<file path="src/rtl/qsb_pkg.sv">
package qsb_pkg;
   localparam int REG_W      = 16;
   // control register fields
   localparam int C_QTX      = 0;
   localparam int C_QRX      = 1;
   localparam int C_IE_RXT   = 2;
   localparam int C_IE_DONE  = 6;
   localparam int C_LAST_LSB = 8;
   localparam int C_PTR_LSB  = 12;
   // status register fields
   localparam int S_RXT      = 0;
   localparam int S_RXB      = 1;
   localparam int S_TXT      = 2;
   localparam int S_TXB      = 3;
   localparam int S_DONE     = 4;
   localparam int S_OVR      = 5;
   localparam int S_WPTR_LSB = 8;
   localparam int NFLAG      = 5;

   typedef enum logic [1:0] {
      REG_CTRL = 2'd0,
      REG_STAT = 2'd1,
      REG_DATA = 2'd2,
      REG_NONE = 2'd3
   } reg_sel_e;
endpackage

</file>
<file path="src/rtl/qsb_tx.sv">
module qsb_tx #(
   parameter int DATA_W = 8,
   parameter int DEPTH  = 16,
   localparam int PW    = $clog2(DEPTH)
) (
   input  logic              clk,
   input  logic              rst_n,
   input  logic              q_en,
   input  logic              q_start,
   input  logic [PW-1:0]     last,
   input  logic              ptr_wr,
   input  logic [PW-1:0]     ptr_wdata,
   input  logic              sdr_wr,
   input  logic [DATA_W-1:0] sdr_wdata,
   input  logic              mem_we,
   input  logic [PW-1:0]     mem_idx,
   input  logic [DATA_W-1:0] mem_wdata,
   output logic [DATA_W-1:0] mem_rdata,
   input  logic [2:0]        clr,
   input  logic              tx_ready,
   output logic              tx_valid,
   output logic [DATA_W-1:0] tx_data,
   output logic [PW-1:0]     ptr,
   output logic [1:0]        half_empty,
   output logic              done
);
   localparam int HALF = DEPTH / 2;

   logic [DATA_W-1:0] mem [DEPTH];
   logic [DATA_W-1:0] sdr;
   logic              pend;
   logic              fin;
   logic              acc;
   logic              q_acc;
   logic              done_set;

   assign tx_valid  = q_en ? !fin : pend;
   assign tx_data   = q_en ? mem[ptr] : sdr;
   assign acc       = tx_valid && tx_ready;
   assign q_acc     = q_en && acc;
   assign mem_rdata = mem[mem_idx];
   assign done_set  = acc && (q_en ? (ptr == last) : 1'b1);

   always_ff @(posedge clk) begin
      if (mem_we) mem[mem_idx] <= mem_wdata;
   end

   always_ff @(posedge clk or negedge rst_n) begin
      if (!rst_n) begin
         ptr  <= '0;
         fin  <= 1'b0;
         pend <= 1'b0;
         sdr  <= '0;
      end else begin
         if (ptr_wr)       ptr <= ptr_wdata;
         else if (q_start) ptr <= '0;
         else if (q_acc)   ptr <= ptr + 1'b1;

         if (q_start)                    fin <= 1'b0;
         else if (q_acc && ptr == last)  fin <= 1'b1;

         if (sdr_wr && !q_en) begin
            sdr  <= sdr_wdata;
            pend <= 1'b1;
         end else if (q_start || (!q_en && acc)) begin
            pend <= 1'b0;
         end
      end
   end

   always_ff @(posedge clk or negedge rst_n) begin
      if (!rst_n)                                  done <= 1'b0;
      else if (done_set)                           done <= 1'b1;
      else if (q_start || clr[2] || (sdr_wr && !q_en)) done <= 1'b0;
   end

   for (genvar h = 0; h < 2; h++) begin : g_half
      localparam int unsigned BND = (h + 1) * HALF - 1;
      logic set_e;
      logic flag_r;
      assign set_e = q_acc && (ptr[PW-1] == 1'(h)) &&
                     ((ptr == PW'(BND)) || (ptr == last));
      always_ff @(posedge clk or negedge rst_n) begin
         if (!rst_n)                flag_r <= 1'b0;
         else if (set_e)            flag_r <= 1'b1;
         else if (q_start || clr[h]) flag_r <= 1'b0;
      end
      assign half_empty[h] = flag_r;
   end

   // pointer holds while the serializer stalls in queued mode
   a_r3_ptr_hold: assert property (@(posedge clk) disable iff (!rst_n)
      q_en && tx_valid && !tx_ready && !ptr_wr |=> $stable(ptr));
   // pointer steps by one per accepted frame
   a_r3_ptr_step: assert property (@(posedge clk) disable iff (!rst_n)
      q_acc && !ptr_wr |=> ptr == PW'($past(ptr) + 1'b1));
   // the run ends after the last index with done set
   a_r4_stop: assert property (@(posedge clk) disable iff (!rst_n)
      q_acc && ptr == last |=> done && !tx_valid);
endmodule

</file>
<file path="src/rtl/qsb_rx.sv">
module qsb_rx #(
   parameter int DATA_W = 8,
   parameter int DEPTH  = 16,
   localparam int PW    = $clog2(DEPTH)
) (
   input  logic              clk,
   input  logic              rst_n,
   input  logic              q_en,
   input  logic              q_start,
   input  logic              rx_valid,
   input  logic [DATA_W-1:0] rx_data,
   input  logic [2:0]        clr,
   input  logic [PW-1:0]     rd_idx,
   output logic [DATA_W-1:0] rd_data,
   output logic [DATA_W-1:0] rdr,
   output logic [PW-1:0]     wptr,
   output logic [1:0]        half_full,
   output logic              overrun
);
   localparam int HALF = DEPTH / 2;

   logic [DATA_W-1:0] mem [DEPTH];
   logic              hsel;
   logic              blocked;
   logic              q_wr;

   assign hsel    = wptr[PW-1];
   assign blocked = half_full[hsel];
   assign q_wr    = q_en && rx_valid && !blocked;
   assign rd_data = mem[rd_idx];

   always_ff @(posedge clk) begin
      if (q_wr) mem[wptr] <= rx_data;
   end

   always_ff @(posedge clk or negedge rst_n) begin
      if (!rst_n) begin
         wptr    <= '0;
         rdr     <= '0;
         overrun <= 1'b0;
      end else begin
         if (q_start)   wptr <= '0;
         else if (q_wr) wptr <= wptr + 1'b1;

         if (!q_en && rx_valid) rdr <= rx_data;

         if (q_en && rx_valid && blocked) overrun <= 1'b1;
         else if (clr[2])                 overrun <= 1'b0;
      end
   end

   for (genvar h = 0; h < 2; h++) begin : g_half
      localparam int unsigned BND = (h + 1) * HALF - 1;
      logic set_f;
      logic flag_r;
      assign set_f = q_wr && (hsel == 1'(h)) && (wptr == PW'(BND));
      always_ff @(posedge clk or negedge rst_n) begin
         if (!rst_n)      flag_r <= 1'b0;
         else if (set_f)  flag_r <= 1'b1;
         else if (clr[h]) flag_r <= 1'b0;
      end
      assign half_full[h] = flag_r;
   end

   // a byte for a full half is dropped and flagged
   a_r8_drop: assert property (@(posedge clk) disable iff (!rst_n)
      q_en && rx_valid && blocked && !q_start |=> overrun && $stable(wptr));
   // the write pointer wraps from the final location to zero
   a_r7_wrap: assert property (@(posedge clk) disable iff (!rst_n)
      q_wr && wptr == PW'(DEPTH - 1) |=> wptr == '0);
   // storing the top boundary frame marks the top half full
   a_r7_top_fill: assert property (@(posedge clk) disable iff (!rst_n)
      q_wr && wptr == PW'(HALF - 1) |=> half_full[0]);
endmodule

</file>
<file path="src/rtl/qsb_irq.sv">
module qsb_irq #(
   parameter int N          = 5,
   parameter bit REGISTERED = 1'b1
) (
   input  logic         clk,
   input  logic         rst_n,
   input  logic [N-1:0] flags,
   input  logic [N-1:0] enables,
   output logic         irq
);
   logic req;

   if (N < 1) begin : g_bad_n
      $error("qsb_irq: N must be at least 1");
   end

   assign req = |(flags & enables);

   if (REGISTERED) begin : g_reg
      always_ff @(posedge clk or negedge rst_n) begin
         if (!rst_n) irq <= 1'b0;
         else        irq <= req;
      end
   end else begin : g_comb
      assign irq = req;
   end
endmodule

</file>
<file path="src/rtl/qser_buf.sv">
module qser_buf
   import qsb_pkg::*;
#(
   parameter int DATA_W  = 8,
   parameter int DEPTH   = 16,
   parameter bit IRQ_REG = 1'b1,
   localparam int PW     = $clog2(DEPTH),
   localparam int AW     = PW + 2
) (
   input  logic              clk,
   input  logic              rst_n,
   input  logic              test_mode,
   input  logic              reg_we,
   input  logic [AW-1:0]     reg_addr,
   input  logic [REG_W-1:0]  reg_wdata,
   output logic [REG_W-1:0]  reg_rdata,
   output logic              tx_valid,
   input  logic              tx_ready,
   output logic [DATA_W-1:0] tx_data,
   input  logic              rx_valid,
   input  logic [DATA_W-1:0] rx_data,
   output logic              irq
);
   localparam logic [REG_W-1:0] CTRL_MASK =
      REG_W'(7'h7F) | (REG_W'((1 << PW) - 1) << C_LAST_LSB);

   if (!(DEPTH == 8 || DEPTH == 16)) begin : g_bad_depth
      $error("qser_buf: DEPTH must be 8 or 16");
   end
   if (DATA_W < 1 || DATA_W > REG_W) begin : g_bad_width
      $error("qser_buf: DATA_W must fit the register width");
   end

   logic [REG_W-1:0]  ctrl_q;
   reg_sel_e          rsel;
   logic              sel_txq;
   logic              sel_rxq;
   logic              wr_ctrl;
   logic              wr_stat;
   logic              tx_start;
   logic              rx_start;
   logic [DATA_W-1:0] txq_rd;
   logic [DATA_W-1:0] rxq_rd;
   logic [DATA_W-1:0] rdr;
   logic [PW-1:0]     tx_ptr;
   logic [PW-1:0]     rx_wptr;
   logic [1:0]        tx_empty;
   logic [1:0]        rx_full;
   logic              tx_done;
   logic              rx_ovr;
   logic [NFLAG-1:0]  flags;

   assign sel_txq = reg_addr[AW-1:AW-2] == 2'b10;
   assign sel_rxq = reg_addr[AW-1:AW-2] == 2'b11;

   always_comb begin
      rsel = REG_NONE;
      if (reg_addr[AW-1:AW-2] == 2'b00 && reg_addr[AW-3:2] == '0) begin
         case (reg_addr[1:0])
            2'd0:    rsel = REG_CTRL;
            2'd1:    rsel = REG_STAT;
            2'd2:    rsel = REG_DATA;
            default: rsel = REG_NONE;
         endcase
      end
   end

   assign wr_ctrl  = reg_we && (rsel == REG_CTRL);
   assign wr_stat  = reg_we && (rsel == REG_STAT);
   assign tx_start = wr_ctrl && reg_wdata[C_QTX] && !ctrl_q[C_QTX];
   assign rx_start = wr_ctrl && reg_wdata[C_QRX] && !ctrl_q[C_QRX];

   always_ff @(posedge clk or negedge rst_n) begin
      if (!rst_n)       ctrl_q <= '0;
      else if (wr_ctrl) ctrl_q <= reg_wdata & CTRL_MASK;
   end

   qsb_tx #(.DATA_W(DATA_W), .DEPTH(DEPTH)) i_tx (
      .clk        (clk),
      .rst_n      (rst_n),
      .q_en       (ctrl_q[C_QTX]),
      .q_start    (tx_start),
      .last       (ctrl_q[C_LAST_LSB +: PW]),
      .ptr_wr     (wr_ctrl && test_mode),
      .ptr_wdata  (reg_wdata[C_PTR_LSB +: PW]),
      .sdr_wr     (reg_we && (rsel == REG_DATA)),
      .sdr_wdata  (reg_wdata[DATA_W-1:0]),
      .mem_we     (reg_we && sel_txq),
      .mem_idx    (reg_addr[PW-1:0]),
      .mem_wdata  (reg_wdata[DATA_W-1:0]),
      .mem_rdata  (txq_rd),
      .clr        ({wr_stat && reg_wdata[S_DONE], wr_stat && reg_wdata[S_TXB],
                    wr_stat && reg_wdata[S_TXT]}),
      .tx_ready   (tx_ready),
      .tx_valid   (tx_valid),
      .tx_data    (tx_data),
      .ptr        (tx_ptr),
      .half_empty (tx_empty),
      .done       (tx_done)
   );

   qsb_rx #(.DATA_W(DATA_W), .DEPTH(DEPTH)) i_rx (
      .clk       (clk),
      .rst_n     (rst_n),
      .q_en      (ctrl_q[C_QRX]),
      .q_start   (rx_start),
      .rx_valid  (rx_valid),
      .rx_data   (rx_data),
      .clr       ({wr_stat && reg_wdata[S_OVR], wr_stat && reg_wdata[S_RXB],
                   wr_stat && reg_wdata[S_RXT]}),
      .rd_idx    (reg_addr[PW-1:0]),
      .rd_data   (rxq_rd),
      .rdr       (rdr),
      .wptr      (rx_wptr),
      .half_full (rx_full),
      .overrun   (rx_ovr)
   );

   assign flags = {tx_done, tx_empty[1], tx_empty[0], rx_full[1], rx_full[0]};

   qsb_irq #(.N(NFLAG), .REGISTERED(IRQ_REG)) i_irq (
      .clk     (clk),
      .rst_n   (rst_n),
      .flags   (flags),
      .enables (ctrl_q[C_IE_DONE:C_IE_RXT]),
      .irq     (irq)
   );

   always_comb begin
      reg_rdata = '0;
      if (sel_txq) begin
         reg_rdata[DATA_W-1:0] = txq_rd;
      end else if (sel_rxq) begin
         reg_rdata[DATA_W-1:0] = rxq_rd;
      end else begin
         case (rsel)
            REG_CTRL: begin
               reg_rdata = ctrl_q;
               reg_rdata[C_PTR_LSB +: PW] = tx_ptr;
            end
            REG_STAT: begin
               reg_rdata[S_RXT]  = rx_full[0];
               reg_rdata[S_RXB]  = rx_full[1];
               reg_rdata[S_TXT]  = tx_empty[0];
               reg_rdata[S_TXB]  = tx_empty[1];
               reg_rdata[S_DONE] = tx_done;
               reg_rdata[S_OVR]  = rx_ovr;
               reg_rdata[S_WPTR_LSB +: PW] = rx_wptr;
            end
            REG_DATA: reg_rdata[DATA_W-1:0] = rdr;
            default:  reg_rdata = '0;
         endcase
      end
   end

   // outside test mode a control write leaves the pointer alone
   a_r6_ptr_locked: assert property (@(posedge clk) disable iff (!rst_n)
      wr_ctrl && !test_mode && ctrl_q[C_QTX] && !(tx_valid && tx_ready)
      |=> $stable(tx_ptr));

   if (IRQ_REG) begin : g_irq_chk
      // no request while every enable is clear
      a_r10_masked: assert property (@(posedge clk) disable iff (!rst_n)
         ctrl_q[C_IE_DONE:C_IE_RXT] == '0 |=> !irq);
   end
endmodule

</file>
<file path="config.mk">
export PLATFORM = sky130hd
export DESIGN_NAME = qser_buf
export DESIGN_NICKNAME = d
export VERILOG_FILES = /design/src/rtl/qsb_pkg.sv /design/src/rtl/qsb_tx.sv /design/src/rtl/qsb_rx.sv /design/src/rtl/qsb_irq.sv /design/src/rtl/qser_buf.sv
export SDC_FILE = /design/constraint.sdc
export NUM_CORES = 1
export LEC_CHECK = 0
export ABC_AREA = 1
export BUFFER_PORTS_ARGS = -buffer_cell sky130_fd_sc_hd__clkbuf_2
export CORE_ASPECT_RATIO = 0.7
export CORE_MARGIN = 1
export CORE_UTILIZATION = 35
export DETAILED_ROUTE_END_ITERATION = 6
export PLACE_DENSITY = 0.51
export SYNTH_ARGS = -nofsm -noshare
export SYNTH_HDL_FRONTEND = slang
export SYNTH_HIERARCHICAL = 1
export SYNTH_SLANG_ARGS = --single-unit
</file>
<file path="constraint.sdc">
create_clock -name clk -period 2.9 [get_ports clk]
set_input_delay 0.145 -clock clk [delete_from_list [all_inputs] [get_ports clk]]
set_output_delay 0.145 -clock clk [all_outputs]
set_load 0.02 [all_outputs]
</file>
Word-level counts from Yosys, hierarchy flattened
Memory sizes are Yosys's and may differ from the RTL's.
Index checks and enable logic that the tools add are counted.

cells by class
  add/sub/neg operators = 2
  multiply operators = 0
  div/mod/pow operators = 0
  order comparisons = 1
  eq/ne operators = 11
  shifts and indexed selects = 0
  multiplexer cells = 40
  bitwise operators = 3
  reductions and logical operators = 60

operators by type and width
  operator                                                     number
  two-way mux 8 bit                                            5
  logical AND 1 bit                                            34
  two-way mux 1 bit                                            24
  two-way mux 4 bit                                            6
  case mux 6 bit (3 select lines)                              1
  nonzero test 2 bit                                           9
  adder 4 x 1 -> 4 bit (second input constant)                 2
  == test 2 bit (second input constant)                        4
  == test 4 x 3 -> 1 bit (second input constant)               2
  == test 4 bit (second input constant)                        2
  logical NOT 2 bit                                            4
  case mux 4 bit (2 select lines)                              1
  logical OR 1 bit                                             7
  case mux 2 bit (3 select lines)                              1
  AND 5 bit                                                    1
  OR reduction 5 bit                                           1
  == test 2 x 1 -> 1 bit (second input constant)               2
  == test 4 bit                                                1
  logical NOT 1 bit                                            4
  case mux 2 bit (2 select lines)                              1
  nonzero test 3 bit                                           1
  less-than comparator 1 x 2 -> 1 bit (second input constant)  1
  two-way mux 2 bit                                            1
  NOT 1 bit                                                    2

storage, ports and cells
  bits in registers = 44
  latch bits = 0
  memory bits (writable) = 256
  ROM bits = 0
  input bits = 36
  output and inout port bits = 26
  logic and storage cells = 133
  memories kept = 2

memory list
  memory    words  bits a word  read ports  clocked after memory_dff  write ports  RTL line      RTL
  i_rx.mem  16     8            1           0                         1            qsb_rx.sv:22  logic [DATA_W-1:0] mem [DEPTH];
  i_tx.mem  16     8            2           0                         1            qsb_tx.sv:29  logic [DATA_W-1:0] mem [DEPTH];

Depth between registers and ports, before layout
  depth in word-level cells = 11
  mapped depth = 14
  gate-level depth less buffers = 13

Cells and area by module
The synthesis kept the hierarchy.

by module, submodules not included
  module    instances  cells an instance  area an instance (um2)
  qsb_tx    1          808                7140.6
  qsb_rx    1          601                6279.8
  qser_buf  1          154                943.4
  qsb_irq   1          12                 66.3

Least setup slack after synthesis
Ideal clock, no wire load.

  path type = in2reg
  start point = in reg_addr[3]
  end point = reg i_tx.ptr[3]
  setup time = 0.124 ns
  arrival time = 1.620 ns
  required time = 2.776 ns
  slack = 1.156 ns
  stages on the path = 11
  path buffers = 1
  cell sequence = nor2_1 nand2_2 nor2_8 nand2_4 buf_2 nor3b_1 nor2_1 nand2_1 inv_1 a21oi_1 a21oi_1

between the ends
  longest elaborated chain between the ends = 9
  elaborated cells between the ends (all ways) = 11

RTL lines
  element                          RTL line        RTL
  start, declared                  qser_buf.sv:14  input logic [AW-1:0] reg_addr,
  logical NOT 2 bit *              qser_buf.sv:58  if (reg_addr[AW-1:AW-2] == 2'b00 && reg_addr[AW-3:2] == '0) begin
  logical AND 1 bit *              qser_buf.sv:58
  two-way mux 2 bit *              qser_buf.sv:58
  logical NOT 2 bit *              qser_buf.sv:68  assign wr_ctrl = reg_we && (rsel == REG_CTRL);
  logical AND 1 bit *              qser_buf.sv:68
  logical AND 1 bit (2 in series)  qser_buf.sv:70  assign tx_start = wr_ctrl && reg_wdata[C_QTX] && !ctrl_q[C_QTX];
  two-way mux 4 bit                qsb_tx.sv:56    else if (q_start) ptr <= '0;
  two-way mux 4 bit                qsb_tx.sv:55    if (ptr_wr) ptr <= ptr_wdata;
  end signal, assigned             qsb_tx.sv:55
  end signal, assigned             qsb_tx.sv:57    else if (q_acc) ptr <= ptr + 1'b1;
  end, declared                    qsb_tx.sv:23    output logic [PW-1:0] ptr,

Every way passes the cells marked *; elsewhere a longest branch is shown, timed or not.
A chain may end at the register's enable or synchronous reset.

Final worst setup path
  start point = reg i_tx.ptr[2]
  end point = out tx_data[0]

between the ends
  longest elaborated chain between the ends = 2

RTL lines
  element                   RTL line        RTL
  memory read (16 x 8 bit)  --
  two-way mux 8 bit         qsb_tx.sv:38    assign tx_data = q_en ? mem[ptr] : sdr;
  end, declared             qser_buf.sv:19  output logic [DATA_W-1:0] tx_data,

No other way between the ends.

==> out/metrics.yaml <==
status: "complete, no violations"
die_area_um2: 42060
ioPinCount: 62
drtPass1Iterations: 7
coreArea_um2: 40150
ant_nets: 0
synth-seq-cells: 300
path_clk_slew_ns: 0.06
syn-instance-count: 1575
clock_latency_ns: 0.58
worstPathRequired_ns: 2.76
dp_cells: 2152
grt_setup_unrepaired: "false"
fin_cells: 2218
netlist-cell-type-count: 32
die_x_um: 244.7
crit_chain: "inv_2 -> nor2_4 -> nand2_1 -> nand2_1 -> nor2_1 -> nand2_1 -> nand3_1 -> nand2_1 -> clkbuf_2"
initial_core_util_pct: 35.94
dp.final_hpwl_um: 29730
drive_gt1_share_pct: 11.88
wl_per_cell_um: 20.20
final_core_util_pct: 41.11
portBuffers: 61
ys_warn_count: 6
hold_viol_final: 0
ys_async_sr_fraction_pct: 14.67
grt_max_degree: 69
clock_path_buffers: 3
antenna_found_initial: 0
min_period_ns: 2.722
syn_area_um2: 14430
power_density_nw_per_um2: 692.0
drt_iter0_drc: 1124
globalplace.congestion: 0.8724
leakage_nw: 7.080
synth-edff-count: 256
clkSinkCount: 300
first_global_vias: 10290
path_class: "register to output port"
cts_tree: "done"
maxCapViolCount: 0
slew_headroom_pct: 43.33
endpoint_kind: "output port"
drc: 0
ys_seq_area_share_pct: 60.90
peakVddDrop_mv: 0.4598
fmax_mhz: 367.4
post_cts_buffers: 0
slew_viol_final: 0
crit_path_max_fanout: 16
cpPeakStageDelay_ns: 0.54
worstMarginPinSlew_ns: 0.8469
setup_viol: 0
synth_flop_cell: "edfxtp_1"
path_common_cell: "nand2_1"
syn_avg_cell_area_um2: 9.162
fin_skew_ns: 0.009888
diodes: 0
root_buffer: "clkbuf_16"
final_nets: 1703
num_vias: 11180
vias_per_cell: 5.039
global_route.overflow_total: 0
grt_pass1_wl_um: 66200
crit_buf_inv: 2
hold_class: "primary input to register"
htreeDepth: 1
fin_crit_sh_pct: 93.86
cp_slowest_cell: "dfrtp_1"
crit_family: "simple AND/OR/NAND/NOR gates"
grt_use_total_pct: 21.31
synth_fp_nets: 1616
rows: 61
crit_arrival_ns: 2.58
wirelength_um: 44810
die_h_um: 171.9
fin_setup_tns_ns: 0
synthToLayoutAreaGrowth_pct: 14.37
cts_buffers: 31
setup.worst_path.start_class: "register"
[layout by cell type (no fill, tap or decap), types with 2 or more instances in the layout]
master and instances:
nand2_1 632, edfxtp_1 256, nand3_1 196, inv_1 161, nor2_1 76, clkbuf_2 60, buf_4 46, dfrtp_1 43
nand4_1 39, clkbuf_16 31, o21ai_0 21, a21oi_1 20, mux2_2 16, dlygate4sd3_1 12, clkinv_2 8, inv_2 7
clkinv_1 6, ha_1 5, xor2_1 5, nor2_2 4, buf_12 4, nand2_2 3, nor2_4 3, a21oi_2 3
clkinvlp_4 3, bufinv_16 3, clkbuf_1 3, a22oi_1 3, or2_2 2, o22ai_1 2
[flip-flops by register name (all words and copies together) (netlist names)]
register / cells
i_tx/pend: 1
i_tx/fin: 1
i_tx/g_half.flag_r: 2
i_irq/irq: 1
i_tx/done: 1
i_rx/g_half.flag_r: 2
i_tx/ptr: 4
i_rx/mem: 128
i_rx/rdr: 8
i_tx/sdr: 8
i_rx/overrun: 1
ctrl_q: 11
i_rx/wptr: 4
i_tx/mem: 128
[final cells by class]
cell class	instances	area (um2)
clock inverters	20	180.2
repair buffers	123	850.8
multi-input cells	1036	4586
flip-flops and latches	300	8790
inverters	170	640.6
clock buffers	34	787.0
well taps	535	669.4
fillers	4008	23640
[per-stage QoR]
step	hold WS (ns)	total power (W)	cell area (um2)	worst slack (ns)
after floorplan	-0.1506	0.006595	14430	1.156
after global placement	0.1570	0.007499	15410	0.5943
after detailed placement	0.1546	0.007516	15410	0.5685
after CTS	0.03794	0.01145	16500	0.1264
after global routing	0.07363	0.01188	16500	0.1302
final	0.06339	0.01142	16500	0.1782
[routing by layer]
layer  track usage [%]  part of all wire (%)  vias to the layer above
met3             3.709                   7.9                       57
met4             5.326                   2.2                        0
met1             33.28                    50                     5398
met2             30.03                    40                      417
li1                  -                     -                     5305
met5                 0                     0                        -
[cell usage after synthesis (all sizes together) (3+ instances only)]
cell / count / share of area, %
ha: 5 / 0.43
nand2: 636 / 17
clkbuf: 6 / 0.16
a21oi: 23 / 0.88
xor2: 5 / 0.30
edfxtp: 256 / 53
dfrtp: 44 / 7.6
nand3: 196 / 6.8
a22oi: 3 / 0.16
nand4: 39 / 1.7
inv: 169 / 4.4
buf: 63 / 2.7
nor2: 84 / 2.5
o21ai: 23 / 0.82
mux2: 16 / 1.2
[logic make-up (layout without fill, tap and decap cells)]
group           Yosys count  in the layout  share of synthesized area [%]
simple gates            958            958                          27.80
mux                      16             16                          1.249
flops                   300            300                          60.90
buf+inv                 239            347                          7.318
fa+ha+maj                 5              5                         0.4335
xor+xnor                  5              5                         0.3035
compound gates           52             52                          1.994
[where the power goes]
group | switching [W] | leakage, nW | internal [W] | total [W]
Combinational | 0.00173 | 3.77 | 0.000688 | 0.00242
Clock | 0.00172 | 0.472 | 0.00221 | 0.00393
Sequential | 0.000171 | 2.84 | 0.00490 | 0.00507
[final timing paths]
check / startpoint / end / slack (ns) / depth (start not counted)
min reg2reg: i_tx/sdr[3]$_DFFE_PN0P_ / i_tx/sdr[3]$_DFFE_PN0P_ / 0.51 / 1
min in group asynchronous: rst_n / i_tx/done$_DFFE_PN0P_ / 0.08 / 2
min: rx_data[4] / i_rx/mem[9][4]$_DFFE_PP_ / 0.06 / 1
max in group asynchronous: rst_n / i_rx/rdr[0]$_DFFE_PN0P_ / 2.07 / 3
max reg2reg: i_rx/wptr[3]$_DFFE_PN0P_ / i_rx/mem[0][6]$_DFFE_PP_ / 0.77 / 5
max: i_tx/ptr[2]$_DFFE_PN0P_ / tx_data[0] / 0.18 / 9
[repair_timing]
item	in CTS	in global routing
endpoints found under the setup margin	0	1
hold endpoints to repair	30	0
hold buffers	12	0
resized for setup	0	2
(Power assumes the default switching activity.)
